`config.mk`:
```
export PLATFORM = sky130hd
export DESIGN_NAME = fwd_mask_resolver
export DESIGN_NICKNAME = d
export VERILOG_FILES = /design/src/rtl/fwd_pkg.sv /design/src/rtl/fwd_mask_ctrl.sv /design/src/rtl/fwd_mask_dp.sv /design/src/rtl/fwd_mask_resolver.sv
export SDC_FILE = /design/constraint.sdc
export NUM_CORES = 1
export LEC_CHECK = 0
export BUFFER_PORTS_ARGS = -buffer_cell sky130_fd_sc_hd__buf_2
export CAP_MARGIN = 0
export CORE_MARGIN = 2
export CORE_UTILIZATION = 45
export CTS_BUF_LIST = sky130_fd_sc_hd__clkbuf_8
export DETAILED_ROUTE_END_ITERATION = 8
export PLACE_DENSITY = 0.82
export SLEW_MARGIN = 0
export SYNTH_ARGS = -nofsm -noshare
export SYNTH_HDL_FRONTEND = slang
export SYNTH_SLANG_ARGS = --single-unit
export TNS_END_PERCENT = 1
```
`constraint.sdc`:
```
create_clock -name clk -period 7.2 [get_ports clk]
set_clock_uncertainty 0.1 [all_clocks]
set_input_delay 1.44 -clock clk [delete_from_list [all_inputs] [get_ports clk]]
set_output_delay 1.44 -clock clk [all_outputs]
set_load 0.02 [all_outputs]
```
`src/rtl/fwd_pkg.sv`:
```
package fwd_pkg;

  // Strobes from control to datapath.
  typedef struct packed {
    logic capture;    // load the resolved mask this cycle
    logic mirrorArm;  // mirroring may add the uplink for this request
  } ctrlStrobes_t;

endpackage

```
`src/rtl/fwd_mask_ctrl.sv`:
```
module fwd_mask_ctrl
  import fwd_pkg::*;
(
  input  logic         clk,
  input  logic         rstN,
  input  logic         validIn,
  input  logic         mirrorFlag,
  output ctrlStrobes_t strobes,
  output logic         doneOut
);

  logic doneQ;

  always_comb begin
    strobes.capture   = validIn;
    strobes.mirrorArm = validIn & mirrorFlag;
  end

  always_ff @(posedge clk) begin
    if (!rstN) doneQ <= 1'b0;
    else       doneQ <= validIn;
  end

  assign doneOut = doneQ;

endmodule

```
`src/rtl/fwd_mask_dp.sv`:
```
module fwd_mask_dp
  import fwd_pkg::*;
#(
  parameter int NUM_PORTS = 10,
  parameter int PORT_W    = $clog2(NUM_PORTS)
) (
  input  logic                 clk,
  input  logic                 rstN,
  input  ctrlStrobes_t         strobes,
  input  logic [PORT_W-1:0]    srcPort,
  input  logic [NUM_PORTS-1:0] lookupMask,
  input  logic [NUM_PORTS-1:0] ringMask,
  input  logic [NUM_PORTS-1:0] enMask,
  input  logic [NUM_PORTS-1:0] txBlockMask,
  input  logic [PORT_W-1:0]    mirrorPort,
  input  logic [PORT_W-1:0]    uplinkPort,
  output logic [NUM_PORTS-1:0] maskOut
);

  logic [NUM_PORTS-1:0] srcDec;
  logic [NUM_PORTS-1:0] mirDec;
  logic [NUM_PORTS-1:0] upDec;
  logic [NUM_PORTS-1:0] afterSrc;
  logic [NUM_PORTS-1:0] afterFilter;
  logic [NUM_PORTS-1:0] withMirror;
  logic [NUM_PORTS-1:0] maskQ;
  logic                 mirrorHit;
  logic                 srcIsUplink;
  logic                 addUplink;

  // Per-port decode and trimming; an index out of range decodes to no port.
  for (genvar p = 0; p < NUM_PORTS; p++) begin : g_port
    assign srcDec[p] = (srcPort    == PORT_W'(p));
    assign mirDec[p] = (mirrorPort == PORT_W'(p));
    assign upDec[p]  = (uplinkPort == PORT_W'(p));

    // Source removal, bypassed for ring ports.
    assign afterSrc[p]    = lookupMask[p] & ~(srcDec[p] & ~ringMask[p]);
    // Disabled and blocked ports.
    assign afterFilter[p] = afterSrc[p] & enMask[p] & ~txBlockMask[p];
    // Uplink copy, still gated by the enable mask.
    assign withMirror[p]  = (afterFilter[p] | (addUplink & upDec[p])) & enMask[p];
  end

  assign mirrorHit   = (|(srcDec & mirDec)) | (|(afterFilter & mirDec));
  assign srcIsUplink = |(srcDec & upDec);
  assign addUplink   = strobes.mirrorArm & mirrorHit & ~srcIsUplink;

  always_ff @(posedge clk) begin
    if (!rstN)                maskQ <= '0;
    else if (strobes.capture) maskQ <= withMirror;
  end

  assign maskOut = maskQ;

endmodule

```
`src/rtl/fwd_mask_resolver.sv`:
```
module fwd_mask_resolver
  import fwd_pkg::*;
#(
  parameter int NUM_PORTS = 10,
  parameter int PORT_W    = $clog2(NUM_PORTS)
) (
  input  logic                 clk,
  input  logic                 rstN,
  input  logic                 validIn,
  input  logic [PORT_W-1:0]    srcPort,
  input  logic [NUM_PORTS-1:0] lookupMask,
  input  logic [NUM_PORTS-1:0] ringMask,
  input  logic [NUM_PORTS-1:0] enMask,
  input  logic [NUM_PORTS-1:0] txBlockMask,
  input  logic [PORT_W-1:0]    mirrorPort,
  input  logic [PORT_W-1:0]    uplinkPort,
  input  logic                 mirrorFlag,
  output logic [NUM_PORTS-1:0] maskOut,
  output logic                 doneOut
);

  ctrlStrobes_t strobes;

  fwd_mask_ctrl u_ctrl (
    .clk        (clk),
    .rstN       (rstN),
    .validIn    (validIn),
    .mirrorFlag (mirrorFlag),
    .strobes    (strobes),
    .doneOut    (doneOut)
  );

  fwd_mask_dp #(
    .NUM_PORTS (NUM_PORTS),
    .PORT_W    (PORT_W)
  ) u_dp (
    .clk         (clk),
    .rstN        (rstN),
    .strobes     (strobes),
    .srcPort     (srcPort),
    .lookupMask  (lookupMask),
    .ringMask    (ringMask),
    .enMask      (enMask),
    .txBlockMask (txBlockMask),
    .mirrorPort  (mirrorPort),
    .uplinkPort  (uplinkPort),
    .maskOut     (maskOut)
  );

endmodule

```
==> results of run 1 <==
-- cell usage in the layout, fill, tap and decap left out, types with 2 or more instances in the layout --
cell / Yosys / final
nand2b_1: 4 / 4
dfxtp_1: 11 / 11
o22ai_1: 7 / 7
o21ai_1: 3 / 3
o211ai_1: 2 / 2
or3_1: 3 / 3
nor4_1: 4 / 4
nor4bb_1: 3 / 3
nor3_1: 3 / 3
o311ai_0: 2 / 2
inv_1: 4 / 5
nor2b_1: 5 / 5
o21ai_0: 6 / 6
a21oi_1: 7 / 7
nand4b_1: 3 / 3
nand2_1: 18 / 18
nor3b_1: 3 / 3
nor4b_1: 3 / 3
o2111ai_2: 2 / 2
xnor2_1: 2 / 2
clkbuf_8: 0 / 3
nor2_1: 11 / 11
o31ai_1: 2 / 2
a31oi_1: 3 / 3
o311a_1: 3 / 3
and3b_1: 7 / 7
and2_1: 3 / 3
buf_2: 6 / 66
o32ai_1: 3 / 3
a32oi_1: 3 / 3
-- stage by stage --
step	cell area (um2)	std cells	setup slack [ns]	util, %
CTS	1530	246	3.90	61.8
floorplan	1180	158	3.94	-
global route	1530	246	3.75	61.8
detailed placement	1490	242	3.63	59.9
global placement	1490	242	3.69	59.9
finish	1530	246	3.90	61.8
-- routing by layer --
| layer | vias to the layer above | global-route usage [%] |
|---|---|---|
| met4 | 0 | 13.0 |
| li1 | 737 | - |
| met3 | 11 | 6.18 |
| met5 | - | 0 |
| met1 | 703 | 37.7 |
| met2 | 94 | 45.4 |
-- cells in the mapped netlist, drive strengths merged (3+ instances only) --
cell,instances
nand2,18
dfxtp,11
nor2,11
o21ai,9
a21oi,7
and3b,7
buf,7
o22ai,7
clkbuf,5
nor2b,5
nor4,5
inv,4
nand2b,4
a31oi,3
a32oi,3
and2,3
nand4b,3
nor3,3
nor3b,3
nor4b,3
nor4bb,3
o2111ai,3
o311a,3
o311ai,3
o32ai,3
or3,3
-- cell type report --
class                   count  area, um2  area share (%)
well taps                  30       37.5            2.45
inverters                   4       15.0           0.981
clock buffers               3       41.3            2.70
flip-flops and latches     11        220            14.4
clock inverters             1       3.75           0.245
multi-input cells         131        882            57.6
repair buffers             66        330            21.6
-- path summary, 6_finish.rpt --
kind	from	to	slack, ns	cells after the start
hold reg to reg	u_dp.maskOut[3]	u_dp.maskOut[3]	0.44	2
setup reg to reg	u_dp.maskOut[8]	u_dp.maskOut[8]	6.36	4
setup / recovery	srcPort[2]	u_dp.maskOut[9]	3.90	7
hold / removal	u_dp.maskOut[3]	u_dp.maskOut[3]	0.44	2
-- logic make-up (layout without fill, tap and decap cells) --
family,count (synthesis),after routing,share of synthesized area (%)
simple gates,78,78,40.9
buf+inv,16,74,6.38
flops,11,11,18.7
compound gates,49,49,30.9
mux,1,1,0.850
xor+xnor,3,3,2.23
-- sequential cells by signal, indices dropped and copies added, names as in the netlist --
register,count
u_ctrl.doneOut,1
u_dp.maskOut,10
-- where the power goes --
group          total (W)  internal [W]  leakage [nW]  switching, W
clock network  0.0000634     0.0000376        0.0269     0.0000258
logic          0.0000583     0.0000244         0.528     0.0000339
registers      0.0000640     0.0000630        0.0897    0.00000101
-- critical path, cell delays in order --
cell	delay, ns
buf_2	0.16
or2_0	0.38
o311ai_2	0.28
o21ai_1	0.10
or4_4	0.59
o2111ai_2	0.28
o22ai_1	0.10
==> flow_summary_export.csv, run 1 <==
group,metric,value,unit
global_route,grt_pass1_vias,1363,
detailed_routing,vias,1545,
logic_synthesis,yosysTopAreaCell,"dfxtp_1",
timing,period_needed,3.30,ns
logic_synthesis,async_reset_ff_share,0,%
floorplanning,die_w,55.2,um
detailed_routing,wl_met2,1870,um
timing,setup_violations,0,
logic_synthesis,synth_area_leaders,"dfxtp_1 19%, nand2_1 5.7%, and3b_1 5.2%, o22ai_1 3.7%, nor2_1 3.5%",
setup_path,endpoint_kind,"flip-flop",
timing,finalHoldViolations,0,
logic_synthesis,synth_cell_types,47,
final_layout,fill_cells,231,
setup_path,worstPathMaxFanout,11,
timing,worst_pin_slew,0.643,ns
clock_tree,post-cts-setup-buffers,0,
timing,relSlewSlack,56.6,%
global_route,track_usage,28.9,%
logic_synthesis,seq_area_frac_synth,18.7,%
placement,io_buffers,66,
clock_tree,clockBufferDepth,2,
logic_synthesis,synth_top_area_share,18.7,%
setup_path,arrival,3.33,ns
detailed_routing,drt_wl_total,3940,um
clock_tree,cts_buffers,3,
logic_synthesis,syn_nets,214,
timing,setup-tns-final,0,ns
detailed_routing,top_layer_used,"met4",
logic_synthesis,synthCells,158,
timing,rsz0062_at_grt,"false",
floorplanning,start_util,47.5,%
clock_tree,clk_pin_slew,0.05,ns
setup_path,cp-start-kind,"primary input",
clock_tree,htreeDepth,1,
detailed_routing,drt-met1-wl,1600,um
clock_tree,tritoncts,"built",
logic_synthesis,ys_ff_latch,11,
outcome,outcome,"finished clean",
timing,whs,0.444,ns
detailed_routing,via_per_inst,6.28,
detailed_routing,postRouteAntennaNets,0,
floorplanning,die_y,55.2,um
detailed_routing,routedWlPerCell,16.0,um
detailed_routing,dr_wl_met3,385,um
global_route,grt_max_degree,14,
floorplanning,pin_count,67,
run,cap_violations,0,
logic_synthesis,avgSynthCellArea,7.45,um2
placement,routabilityCongestion,0.921,
final_layout,drive_gt1_share,35.2,%
floorplanning,die-area,3040,um2
floorplanning,rows,18,
global_route,gr-total-overflow,0,
logic_synthesis,synth_edf_count,0,
floorplanning,core,2480,um2
timing,slew_violations,0,
power,vdd_ir_drop_max,0.130,mV
clock_tree,clockRootBuffer,"clkbuf_8",
clock_tree,cts_resized,0,
logic_synthesis,syn-cell-area,1180,um2
logic_synthesis,yosysWarningCount,0,
final_layout,fin_nets,273,
global_route,grt_pass1_wl,6220,um
clock_tree,hold_buffers,0,
power,powerDensity,121,nW/um2
detailed_routing,drc,0,
placement,hpwl,3150,um
power,leakage,0.644,nW
detailed_routing,dr.pass1.iters,4,
final_layout,syn2layout_area_growth,30.0,%
timing,period_share,45.9,%
hold_path,min_path_type,"flip-flop to flip-flop",
final_layout,antenna_cells,0,
global_route,antenna_found_initial,0,
clock_tree,clk_latency,0.24,ns
setup_path,path_class,"primary input to flip-flop",
clock_tree,cts.sinks,11,
timing,fmax,303,MHz
detailed_routing,first_iter_violations,59,
power,total_power,0.000186,W
setup_path,cp.required,7.23,ns
logic_synthesis,ys.flop_type,"dfxtp_1",
Power figures use the tool's default switching activity.
==> run 2, diff against run 1 <==
- clock period: 7.2 -> 3.4 ns (I/O delays scaled with it)
==> run 2 against run 1 <==
  * Hold slack worse by 0.0070 ns
  * Largest power group unchanged
  * Core utilization is 0.30 points higher
  * Clock-buffer cell count stayed put
  * Critical path depth stayed put
  * Largest cell class unchanged
  * Total power is 110% higher
  * Highest routed layer unchanged
  * Register-to-register slack worse by 3.7 ns
==> flow_summary_export.csv, run 2 (synthesized netlist as in run 1, its figures left out) <==
group,metric,value,unit
final_layout,fin_nets,274,
detailed_routing,drt-met1-wl,1630,um
final_layout,largest_reg_flops,10,
clock_tree,hold_buffers,0,
placement,hpwl,3090,um
floorplanning,start_util,47.5,%
floorplanning,die-area,3040,um2
floorplanning,rows,18,
detailed_routing,dr_wl_met3,468,um
power,powerDensity,254,nW/um2
clock_tree,clockRootBuffer,"clkbuf_8",
final_layout,drive_gt1_share,35.5,%
placement,routabilityCongestion,0.904,
timing,fmax,394,MHz
clock_tree,post-cts-setup-buffers,0,
detailed_routing,routedWlPerCell,15.9,um
final_layout,syn2layout_area_growth,30.6,%
power,vdd_ir_drop_max,0.272,mV
final_layout,mostFrequentLayoutCells,"66 x buf_2, 18 x nand2_1, 11 x nor2_1, 11 x dfxtp_1",
detailed_routing,dr.pass1.iters,4,
clock_tree,htreeDepth,1,
detailed_routing,wl_met2,1780,um
clock_tree,cts.sinks,11,
detailed_routing,postRouteAntennaNets,0,
global_route,track_usage,27.8,%
final_layout,layoutNonFillerInstCount,247,
run,cap_violations,0,
setup_path,worstRegToRegCells,4,
detailed_routing,via_per_inst,6.06,
clock_tree,tritoncts,"built",
timing,worst_pin_slew,0.449,ns
detailed_routing,top_layer_used,"met4",
timing,rsz0062_at_grt,"false",
timing,relSlewSlack,69.7,%
setup_path,cp.required,3.42,ns
setup_path,arrival,2.56,ns
setup_path,worstPathMaxFanout,11,
final_layout,antenna_cells,0,
hold_path,whs_path_depth,2,
power,total_power,0.000391,W
final_layout,layout_commonest_cell,"buf_2",
floorplanning,die_y,55.2,um
hold_path,min_path_type,"flip-flop to flip-flop",
global_route,gr-total-overflow,0,
timing,period_needed,2.54,ns
clock_tree,clk_pin_slew,0.05,ns
final_layout,fill_cells,242,
detailed_routing,drc,0,
clock_tree,clk_latency,0.24,ns
global_route,grt_max_degree,14,
timing,period_share,74.7,%
global_route,grt_pass1_vias,1318,
clock_tree,clockBufferDepth,2,
setup_path,path_class,"primary input to flip-flop",
clock_tree,cts_resized,0,
global_route,antenna_found_initial,0,
clock_tree,cts_buffers,3,
timing,setup_violations,0,
floorplanning,core,2480,um2
detailed_routing,vias,1498,
timing,setup-tns-final,0,ns
placement,io_buffers,66,
global_route,grt_pass1_wl,6000,um
setup_path,endpoint_kind,"flip-flop",
timing,slew_violations,0,
placement,dp.cells,243,
floorplanning,die_w,55.2,um
final_layout,post-route-util,62.1,%
setup_path,cp-start-kind,"primary input",
detailed_routing,drt_wl_total,3920,um
power,leakage,0.650,nW
timing,finalHoldViolations,0,
floorplanning,pin_count,67,
detailed_routing,first_iter_violations,61,
outcome,outcome,"finished clean",
run 2: report_power, final:
group	leakage [nW]	switching [W]	internal (W)
combinational	0.533	0.0000716	0.0000520
clock	0.0269	0.0000526	0.0000796
sequential	0.0897	0.00000187	0.000133
run 2: final timing paths:
| path | start | end | slack (ns) |
|---|---|---|---|
| worst max-delay path | srcPort[2] | u_dp.maskOut[0] | 0.86 |
| worst min-delay path | u_dp.maskOut[6] | u_dp.maskOut[6] | 0.44 |
| worst max register to register | u_dp.maskOut[8] | u_dp.maskOut[8] | 2.62 |
| worst min register to register | u_dp.maskOut[6] | u_dp.maskOut[6] | 0.44 |
run 2: metrics by stage:
stage | cell area, um2 | hold slack [ns] | setup WS [ns]
after floorplan | 1180 | 0.492 | 0.895
after global placement | 1490 | 0.426 | 0.654
after detailed placement | 1490 | 0.416 | 0.633
after CTS | 1540 | 0.427 | 0.879
after global routing | 1540 | 0.465 | 0.751
final | 1540 | 0.437 | 0.861
run 2: per-layer routing:
layer	GRT usage, %	vias to the layer above
li1	-	742
met1	38.9	654
met2	43.5	97
met3	4.57	5
met4	8.54	0
met5	0	-
run 2: worst max-delay path, cell delays in order:
cell and delay, ns:
buf_2 0.16, or2_0 0.39, nor4_2 0.25, o21ai_1 0.12
or4_4 0.58, o2111ai_2 0.26, o22ai_1 0.11
run 2: cell type report:
cell class | count | area [um2] | area share (%)
inverter | 4 | 15.0 | 0.976
multi-input combinational | 131 | 882 | 57.4
clock buffer | 3 | 41.3 | 2.69
clock inverter | 1 | 3.75 | 0.244
tap | 30 | 37.5 | 2.44
sequential | 11 | 220 | 14.3
timing repair buffer | 67 | 338 | 22.0
==> run 3, diff against run 2 <==
- CORE_UTILIZATION: 45 -> 41
- PLACE_DENSITY: 0.82 -> 0.78
- clock period: 3.4 -> 2.13 ns (I/O delays scaled with it)
==> run 3 against run 2 <==
  * The flow now finishes with violations (setup timing)
  * Critical path depth stayed put
  * Largest cell class unchanged
  * Sequential power is 61% higher
  * Clock-buffer cell count stayed put
  * Final cell count is 13% higher
  * Total power is 75% higher
  * Via count is 13% higher
  * Non-clock buffer count is 31 higher
  * Combinational power is 110% higher
  * Hold slack worse by 0.10 ns
  * Sequential share of layout area is 2.7 points lower
  * Register-to-register slack worse by 1.4 ns
  * First-iteration DRC count is 67% higher
==> flow_summary_export.csv, run 3 (synthesized netlist as in run 1, its figures left out) <==
group,metric,value,unit
outcome,outcome,"finished, violations left",
outcome,violations,"setup timing",
final_layout,syn2layout_area_growth,61.1,%
global_route,track_usage,27.7,%
setup_path,cp-start-kind,"primary input",
final_layout,largest_reg_flops,10,
setup_path,cp.required,2.14,ns
timing,fin_ws,-0.00935,ns
clock_tree,cts.sinks,11,
floorplanning,start_util,43.1,%
clock_tree,clk_pin_slew,0.05,ns
global_route,grt_pass1_wl,7110,um
timing,worst_pin_slew,0.381,ns
floorplanning,die-area,3320,um2
setup_path,crit_chain,"buf_2 > or2_4 > o311ai_2 > o21ai_2 > or4_4 > o2111ai_4 > o21ai_1",
global_route,grt.busiest_layer,"met2",
setup_path,timing.rr.start,"u_dp.maskOut[3]",
detailed_routing,postRouteAntennaNets,0,
detailed_routing,drt_wl_total,4610,um
global_route,grt_pass1_vias,1657,
floorplanning,die_w,57.6,um
placement,routabilityCongestion,0.905,
final_layout,mostFrequentLayoutCells,"64 x buf_2, 31 x buf_4, 18 x nand2_1",
hold_path,min_path_type,"primary input to flip-flop",
floorplanning,core,2730,um2
setup_path,path_class,"primary input to flip-flop",
floorplanning,pin_count,67,
power,powerDensity,360,nW/um2
clock_tree,clk_latency,0.24,ns
global_route,gr-total-overflow,0,
detailed_routing,via_per_inst,6.08,
final_layout,layoutNonFillerInstCount,279,
timing,period_needed,2.14,ns
timing,setup-tns-final,-0.00935,ns
clock_tree,hold_buffers,0,
placement,place_ws,-0.280,ns
global_route,grt_max_degree,11,
global_route,groute.layer.met2.usage,48.4,%
timing,fmax,467,MHz
floorplanning,die_y,57.6,um
final_layout,layout_commonest_cell,"buf_2",
setup_path,arrival,2.15,ns
final_layout,drive_gt1_share,50.0,%
detailed_routing,first_iter_violations,102,
clock_tree,cts_buffers,3,
timing,rsz0062_at_grt,"true",
global_route,grtUsageMet3,6.35,%
power,leakage,0.824,nW
clock_tree,clockRootBuffer,"clkbuf_8",
global_route,antenna_found_initial,0,
detailed_routing,routedWlPerCell,16.5,um
final_layout,post-route-util,69.4,%
setup_path,crit_path_top_delay_cell,"or4_4",
detailed_routing,drc,0,
floorplanning,rows,19,
placement,hpwl,3630,um
timing,slew_violations,0,
power,vdd_ir_drop_max,0.569,mV
hold_path,hp-start,"enMask[4]",
timing,period_share,100,%
placement,dp.cells,275,
timing,relSlewSlack,74.2,%
global_route,gr-usage-met1,31.1,%
clock_tree,tritoncts,"built",
detailed_routing,dr.pass1.iters,4,
setup_path,endpoint_kind,"flip-flop",
final_layout,antenna_cells,0,
clock_tree,clockBufferDepth,2,
setup_path,critPathLaunch,"srcPort[2]",
detailed_routing,vias,1695,
setup_path,cp_slowest_stage_delay,0.56,ns
clock_tree,htreeDepth,1,
timing,finalHoldViolations,0,
run,cap_violations,0,
timing,setup_violations,1,
setup_path,worstPathMaxFanout,6,
placement,io_buffers,66,
final_layout,fin_nets,305,
run 3: cell types whose count changed in the layout (fill, tap and decap cells not counted), sizes merged:
cell,delta
buf,+31
clkinv,+1
inv,-1
run 3: what timing repair did:
item / CTS / global route
endpoints found under the hold margin: 0 / 0
setup endpoints to repair: 8 / 10
pin swaps: 0 / 8
buffers inserted: 0 / 0
gates resized for setup: 6 / 18
run 3: critical path, delay by kind of cell:
| kind | cells | cell delay [ns] |
|---|---|---|
| and+or+nand+nor | 2 | 0.87 |
| AOI/OAI and AO/OA | 4 | 0.71 |
| buffers and inverters | 1 | 0.14 |
run 3: cell type report:
type / count / area (um2)
multi-input cells: 131 / 981
fillers: 234 / 837
repair buffers: 98 / 596
flip-flops and latches: 11 / 220
clock buffers: 3 / 41.3
well taps: 31 / 38.8
inverters: 4 / 15.0
clock inverters: 1 / 5.00
run 3: worst paths after layout:
check / end / slack (ns) / depth (start not counted)
worst min-delay path: u_dp.maskOut[4] / 0.33 / 3
worst min register to register: u_dp.maskOut[7] / 0.44 / 2
worst max register to register: u_dp.maskOut[3] / 1.22 / 2
worst max-delay path: u_dp.maskOut[8] / -0.009 / 7
run 3: metal layers:
| layer | up-vias | wire [um] |
|---|---|---|
| met1 | 776 | 1840 |
| met5 | - | 0 |
| met2 | 95 | 2300 |
| met3 | 21 | 302 |
| li1 | 803 | - |
| met4 | 0 | 157 |
run 3: where the power goes:
part | switching, W | internal (W) | total (W)
combinational | 0.000138 | 0.000125 | 0.000263
sequential | 0.00000339 | 0.000213 | 0.000217
clock | 0.0000761 | 0.000128 | 0.000204
run 3: per-stage QoR:
stage	total power, W	hold WS (ns)	cell area, um2
after floorplan	0.000330	0.441	1180
after global placement	0.000452	0.426	1740
after detailed placement	0.000457	0.428	1740
after CTS	0.000667	0.330	1820
after global routing	0.000720	0.357	1900
final	0.000684	0.332	1900
